**src/rtl/cmt_pkg.sv**
```systemverilog
package cmt_pkg;
    localparam logic [1:0] OFF_CTRL  = 2'd0;
    localparam logic [1:0] OFF_COUNT = 2'd1;
    localparam logic [1:0] OFF_CMP   = 2'd2;

    localparam int BIT_RUN  = 0;
    localparam int BIT_SEL  = 1;
    localparam int BIT_IE   = 3;
    localparam int BIT_FLAG = 4;
endpackage

```
**src/rtl/cmt_prescale.sv**
```systemverilog
module cmt_prescale #(
    parameter int NSEL   = 4,
    parameter int BASE_W = 3,
    parameter int STEP_W = 2,
    localparam int PRE_W = BASE_W + STEP_W * (NSEL - 1)
) (
    input  logic            clk,
    input  logic            rst_n,
    output logic [NSEL-1:0] tick_o
);
    logic [PRE_W-1:0] pre_d, pre_q;

    always_comb pre_d = pre_q + 1'b1;

    always_ff @(posedge clk or negedge rst_n) begin
        if (!rst_n) pre_q <= '0;
        else        pre_q <= pre_d;
    end

    for (genvar k = 0; k < NSEL; k++) begin : g_tick
        localparam int HB = BASE_W + STEP_W * k - 1;
        assign tick_o[k] = &pre_q[HB:0];
    end


    slow_implies_fast_chk: assert property (@(posedge clk) disable iff (!rst_n)
        tick_o[NSEL-1] |-> tick_o[0]);


    tick_single_chk: assert property (@(posedge clk) disable iff (!rst_n)
        tick_o[0] |=> !tick_o[0]);
endmodule

```
**src/rtl/cmt_channel.sv**
```systemverilog
module cmt_channel
    import cmt_pkg::*;
#(
    parameter int CNT_W = 16,
    parameter int SEL_W = 2,
    parameter int NSEL  = 4
) (
    input  logic             clk,
    input  logic             rst_n,
    input  logic [NSEL-1:0]  tick_i,
    input  logic             wr_i,
    input  logic             rd_i,
    input  logic [1:0]       off_i,
    input  logic [CNT_W-1:0] wdata_i,
    output logic [CNT_W-1:0] rdata_o,
    output logic             irq_o
);
    typedef struct packed {
        logic             run;
        logic [SEL_W-1:0] sel;
        logic             ie;
        logic             flag;
        logic             armed;
        logic [CNT_W-1:0] cnt;
        logic [CNT_W-1:0] cmp;
    } chan_t;

    chan_t s_d, s_q;
    logic  sel_tick, match, ctrl_wr, cnt_wr, cmp_wr, ctrl_rd;

    assign ctrl_wr  = wr_i && (off_i == OFF_CTRL);
    assign cnt_wr   = wr_i && (off_i == OFF_COUNT);
    assign cmp_wr   = wr_i && (off_i == OFF_CMP);
    assign ctrl_rd  = rd_i && (off_i == OFF_CTRL);
    assign sel_tick = tick_i[s_q.sel];

    always_comb begin
        s_d   = s_q;
        match = 1'b0;
        if (s_q.run && sel_tick) begin
            if (s_q.cnt == s_q.cmp) begin
                s_d.cnt = '0;
                match   = 1'b1;
            end else begin
                s_d.cnt = s_q.cnt + 1'b1;
            end
        end
        if (ctrl_rd && s_q.flag) s_d.armed = 1'b1;
        if (ctrl_wr) begin
            s_d.run = wdata_i[BIT_RUN];
            s_d.sel = wdata_i[BIT_SEL +: SEL_W];
            s_d.ie  = wdata_i[BIT_IE];
            if (!wdata_i[BIT_FLAG] && s_q.armed) s_d.flag = 1'b0;
            s_d.armed = 1'b0;
        end
        if (cnt_wr) s_d.cnt = wdata_i;
        if (cmp_wr) s_d.cmp = wdata_i;
        if (match)  s_d.flag = 1'b1;
    end

    always_ff @(posedge clk or negedge rst_n) begin
        if (!rst_n) begin
            s_q     <= '0;
            s_q.cmp <= '1;
        end else begin
            s_q <= s_d;
        end
    end

    always_comb begin
        rdata_o = '0;
        case (off_i)
            OFF_CTRL: begin
                rdata_o[BIT_RUN]            = s_q.run;
                rdata_o[BIT_SEL +: SEL_W]   = s_q.sel;
                rdata_o[BIT_IE]             = s_q.ie;
                rdata_o[BIT_FLAG]           = s_q.flag;
            end
            OFF_COUNT: rdata_o = s_q.cnt;
            OFF_CMP:   rdata_o = s_q.cmp;
            default:   rdata_o = '0;
        endcase
    end

    assign irq_o = s_q.flag & s_q.ie;


    stopped_hold_chk: assert property (@(posedge clk) disable iff (!rst_n)
        (!s_q.run && !cnt_wr) |=> $stable(s_q.cnt));


    wrap_chk: assert property (@(posedge clk) disable iff (!rst_n)
        (s_q.run && sel_tick && s_q.cnt == s_q.cmp && !cnt_wr)
        |=> (s_q.cnt == '0 && s_q.flag));


    step_chk: assert property (@(posedge clk) disable iff (!rst_n)
        (s_q.run && sel_tick && s_q.cnt != s_q.cmp && !cnt_wr)
        |=> (s_q.cnt == $past(s_q.cnt) + 1'b1));


    flag_fall_chk: assert property (@(posedge clk) disable iff (!rst_n)
        $fell(s_q.flag) |-> $past(ctrl_wr && !wdata_i[BIT_FLAG]));


    cnt_write_chk: assert property (@(posedge clk) disable iff (!rst_n)
        cnt_wr |=> (s_q.cnt == $past(wdata_i)));
endmodule

```
**src/rtl/cmt_top.sv**
```systemverilog
module cmt_top #(
    parameter int NCH    = 2,
    parameter int CNT_W  = 16,
    parameter int CH_W   = (NCH > 1) ? $clog2(NCH) : 1,
    parameter int ADDR_W = CH_W + 2
) (
    input  logic              clk,
    input  logic              rst_n,
    input  logic              bus_wr,
    input  logic              bus_rd,
    input  logic [ADDR_W-1:0] bus_addr,
    input  logic [CNT_W-1:0]  bus_wdata,
    output logic [CNT_W-1:0]  bus_rdata,
    output logic [NCH-1:0]    irq
);
    localparam int NSEL  = 4;
    localparam int SEL_W = 2;

    logic [NSEL-1:0]  tick;
    logic [CH_W-1:0]  ch;
    logic [1:0]       off;
    logic [CNT_W-1:0] rd_vec [NCH];

    assign ch  = bus_addr[ADDR_W-1:2];
    assign off = bus_addr[1:0];

    cmt_prescale #(.NSEL(NSEL), .BASE_W(3), .STEP_W(2)) i_pre (
        .clk(clk), .rst_n(rst_n), .tick_o(tick)
    );

    for (genvar g = 0; g < NCH; g++) begin : g_ch
        logic hit;
        assign hit = (ch == CH_W'(g));
        cmt_channel #(.CNT_W(CNT_W), .SEL_W(SEL_W), .NSEL(NSEL)) i_ch (
            .clk(clk), .rst_n(rst_n), .tick_i(tick),
            .wr_i(bus_wr && hit), .rd_i(bus_rd && hit), .off_i(off),
            .wdata_i(bus_wdata), .rdata_o(rd_vec[g]), .irq_o(irq[g])
        );
    end

    always_comb begin
        bus_rdata = '0;
        for (int i = 0; i < NCH; i++)
            if (ch == CH_W'(i)) bus_rdata = rd_vec[i];
    end


    strobe_excl_chk: assert property (@(posedge clk) disable iff (!rst_n)
        !(bus_wr && bus_rd));
endmodule

```
**config.mk**
```make
export PLATFORM = sky130hd
export DESIGN_NAME = cmt_top
export DESIGN_NICKNAME = d
export VERILOG_FILES = /design/src/rtl/cmt_pkg.sv /design/src/rtl/cmt_prescale.sv /design/src/rtl/cmt_channel.sv /design/src/rtl/cmt_top.sv
export SDC_FILE = /design/constraint.sdc
export NUM_CORES = 1
export LEC_CHECK = 0
export CORE_MARGIN = 2
export CORE_UTILIZATION = 58
export CTS_CLUSTER_DIAMETER = 100
export DETAILED_ROUTE_END_ITERATION = 10
export DONT_BUFFER_PORTS = 1
export GPL_TIMING_DRIVEN = 1
export PLACE_DENSITY = 0.76
export SLEW_MARGIN = 20
export SYNTH_ARGS = -nofsm -noshare
export SYNTH_HDL_FRONTEND = slang
export SYNTH_SLANG_ARGS = --single-unit
```
**constraint.sdc**
```tcl
create_clock -name clk -period 2.17 [get_ports clk]
set_input_delay 0.1085 -clock clk [delete_from_list [all_inputs] [get_ports clk]]
set_output_delay 0.1085 -clock clk [all_outputs]
set_load 0.005 [all_outputs]
```
==> results.md <==
- The kind of cell adding the most delay to the critical path is simple AND/OR/NAND/NOR gates.
- After detailed routing, the number of vias per cell comes to about 7.0.
- The number of cells in the finished layout apart from fillers is ~700.
- The final critical delay including setup and external delays is approximately 2.4 ns.
- The floorplan step defined a core boundary enclosing roughly 9000 µm².
- The net switching share of the total power is approximately 36%.
- Buffers inserted during clock tree synthesis total 9.
- The number of DRC markers in iteration 0 is about 530.
- The synthesized net count is roughly 590.
- The portion of total power attributed to the clock network is 23.1%.
- The warning count from the yosys run is 0.
- The worst-skew pair later-pin latency is around 0.37 ns.
- In the final design database the tool counted roughly 620 nets.
- The horizontal extent of the die is roughly 99 µm.
- The number of hold violations in the final report came to 0.
- Across every metal layer, demand over resource in global routing totals approximately a third.
- The run finished, with violations left.
- The power per unit of standard cell area is between 800 and 900 nW/µm².
- The final count of pins violating max slew is 0.
- The min-delay analysis places its worst path in the category input pin to flop.
- The maximum buffer depth of the clock tree is 2.
- Traced cell by cell, the critical path runs through ha_2, nand3_4, nor3_4, ha_2, nand2_1, o311a_1, or2_4, buf_12, or4b_4, a41oi_2.
- At the end of routability-driven placement, the weighted congestion stood at roughly 0.90.
- The share of total power dissipated in combinational logic is about 33%.
- Clock skew on the completed layout was measured at approximately 0.014 ns.
- The number of diodes is 0.
- The commonest non-fill, non-tap cell in the layout is sky130_fd_sc_hd__dfrtp_1.
- The remaining routing DRC violations is 0.
- In this run the static leakage power is between 2 and 3 nW.
- The first element of the critical path is i_pre.pre_q[0].
- Of all flip-flops after synthesis, the portion carrying an async set or reset was between 90% and 100%.
- The number of global-route vias before repair was around 4800.
- The signal arrival time at the worst endpoint is between 2 and 3 ns.
- The final worst hold slack is roughly 0.034 ns.
- The detailed placer's ending HPWL is about 10000 µm.
- Across the run, the number of max-cap violations was 0.
- The slowest stage of the critical path is the sky130_fd_sc_hd__or4b_4 cell.
- The die boundary height is approximately 100 µm.
- Summing all multi-input logic gate instances after layout gives 3070 µm².
- The share of power burned in registers is roughly 44%.
- Cells with a size suffix above 1 make up roughly 29% of the layout.
- The initial utilization of the core area, before any placement, comes to between 50% and 60%.
- The top cell types in the final layout, fill and taps aside, are 53 x sky130_fd_sc_hd__dfrtp_1, 46 x sky130_fd_sc_hd__buf_4, 33 x sky130_fd_sc_hd__xor2_1, 33 x sky130_fd_sc_hd__nand2_1, 32 x sky130_fd_sc_hd__dfstp_2.
- The number of filler instances in the final layout is about 610.
- Counting stages on the worst path, the most repeated cell is sky130_fd_sc_hd__ha_2.
- After floorplanning, the core was divided into 34 placement rows.
- The slew at the pin closest to its max-slew limit is 0.791 ns.
- The number of vias after detailed routing is between 4000 and 5000.
- The area taken by flip-flops and latches is approximately 2200 µm².
- The maximum fanout along the worst path is 6.
- The cell area after technology mapping is approximately 5300 µm².
- Clock tree synthesis found a total of between 80 and 90 sinks.
- In this run, synthesis produced a sequential element count of 85.
- The number of search-and-repair iterations in the first detailed-routing pass is 5.
- The floorplan die area is 9830 µm².
- The initial antenna violation count is 0.
- The most used flip-flop cell after synthesis is sky130_fd_sc_hd__dfrtp_1.
- The part of the cycle the worst path needs is 112%.
- After global routing the overflow that remains totals 0.
- Timing analysis after detailed placement gives a worst setup slack of -0.276 ns.
- The post-placement cell area is ~5500 µm².
- The total buffers and inverters traversed by the critical path is 1.
- The element type at the critical path end is a flop.
- In this run the most critical hold path is launched from bus_addr[2].
- The routed wire length per instance is 22.5 µm.
- The total power draw is 5.57 mW.
- The final core utilization is approximately 73%.
- The maximum clock rate is between 400 and 500 MHz.
- Entering global routing, the biggest net connects 86 pins.
- Cell internal power was estimated by the tool at roughly 3.6 mW.
- The power spent charging and discharging nets is approximately 2.0 mW.
- The CTS tree is built.
- Across the VDD grid, the largest voltage drop is a little under 0.5 mV.
- The final worst-path setup slack is -0.255 ns.
- The startpoint identified for the worst register-to-register timing path is i_pre.pre_q[0].
- The setup path with the least slack is of type flop to flop.
- Setup repair after global routing could not meet its margin everywhere.
- Synthesis instantiated slightly below 50 different standard cells from the library.
- The average cell area after synthesis is 9.49 µm².
- The boundary pin count is ~40.
- The data required time of the worst path is 2.46 ns.
- Setup total negative slack on the finished layout was measured at -1.83 ns.
- Clock-pin slew was measured on the worst setup and hold paths at 0.09 ns.
- The share of the Yosys chip area taken by registers is between 40% and 50%.
- The cell count after synthesis came out at 553.
- In this run, placement finished with an instance count of 652.
- The area overhead of the layout relative to synthesis is 21.6%.
- The largest single stage delay on the critical path is 0.51 ns.
- The number of enable flip-flop cells after synthesis is 0.
- The worst slew slack as a fraction of its limit is ~47%.
- The checks that failed: setup timing.
- The count of buffers added on input and output ports is 0.
- Setup violations remaining at the end of the flow were counted as 13.
- The worst setup path is launched from a flop.
- The remaining number of nets flagged by the antenna check after routing is 0.
- The wire length of the first global-routing pass is 24700 µm.
- The post-route cell area is 6380 µm².
- For this block, the routed nets add up to between 15000 and 20000 µm of wire.
- The root buffer selected by CTS is sky130_fd_sc_hd__clkbuf_8.
- CTS built an H-tree with a depth of 3.
[worst register-to-register path, delay by kind of cell, from the launching register on]
family / cells / cell delay (ns)
and+or+nand+nor: 5 / 1.13
buffers and inverters: 1 / 0.14
AOI/OAI and AO/OA: 2 / 0.31
DFF: 1 / 0.36
adders and majority gates: 2 / 0.42
[cells in the mapped netlist (all sizes together) (7+ instances only)]
cell    number  area, µm²
buf         14       73.8
a311oi       7       61.3
nand3       21        110
a221oi      30        263
mux2        42        473
nand2       35        131
ha          10        125
a31oi       10       62.6
nor2        32        120
nor4        11       68.8
and3         7       43.8
xor2        33        289
clkbuf      38        143
nand4       14       87.6
a32oi        8       70.1
a21oi       35        175
dfrtp       53       1330
inv         11       41.3
nor3        25        125
dfstp       32        841
o21ai       18       90.1
[power by group through the flow]
stage	sequential (mW)	clock, mW	combinational (mW)
3_3_place_gp	2.42	0	1.42
2_1_floorplan	2.26	0	1.16
3_5_place_dp	2.44	0	1.48
4_1_cts	2.41	1.30	1.66
6_report	2.43	1.29	1.85
5_1_grt	2.48	1.36	2.01
[layout make-up]
cell class                 instances  area share (%)
inverter                          11           0.647
timing repair buffer              78            11.6
clock buffer                      13            2.49
tap                              108            2.12
multi-input combinational        405            48.2
clock inverter                     3            1.08
sequential                        85            33.9
[cell families (layout without fill, tap and decap cells)]
logic type / count (synthesis) / count (layout) / share of synthesized area, %
multiplexers: 42 / 42 / 9.01
AO/OA/AOI/OAI: 140 / 140 / 18.7
adder cells (fa/ha/maj): 10 / 10 / 2.38
buffers and inverters: 63 / 105 / 4.91
XOR/XNOR: 36 / 36 / 6.01
AND/OR/NAND/NOR: 177 / 177 / 17.8
flip-flops: 85 / 85 / 41.3
[timing repair]
action	CTS	global route
setup endpoints to repair	13	27
hold buffers	20	0
resized for setup	13	44
pin swaps	21	34
gates cloned	1	1
hold endpoints to repair	159	0
setup buffers	7	8
[registers in the layout, indices dropped and copies added, names as in the netlist]
signal and count:
i_pre.pre_q 9, g_ch.i_ch.s_q 76
[worst paths after layout]
| path | to | slack (ns) | depth (start not counted) |
|---|---|---|---|
| worst min register to register | i_pre.pre_q[8] | 0.52 | 1 |
| min in group asynchronous | g_ch[1].i_ch.s_q[25] | 0.31 | 2 |
| worst max register to register | g_ch[0].i_ch.s_q[26] | -0.26 | 10 |
| max in group asynchronous | g_ch[1].i_ch.s_q[3] | 1.50 | 2 |
| worst min-delay path | g_ch[0].i_ch.s_q[32] | 0.03 | 2 |
| worst max-delay path | g_ch[0].i_ch.s_q[26] | -0.26 | 10 |
[routing by layer]
metal	track usage (%)	vias to the layer above	part of all wire [%]
li1	-	2158	-
met1	42.1	2467	39
met2	52.9	256	49
met3	5.20	38	7.9
met4	13.3	0	3.2
met5	0	-	0
No activity file was read; power rests on OpenSTA's default activity.
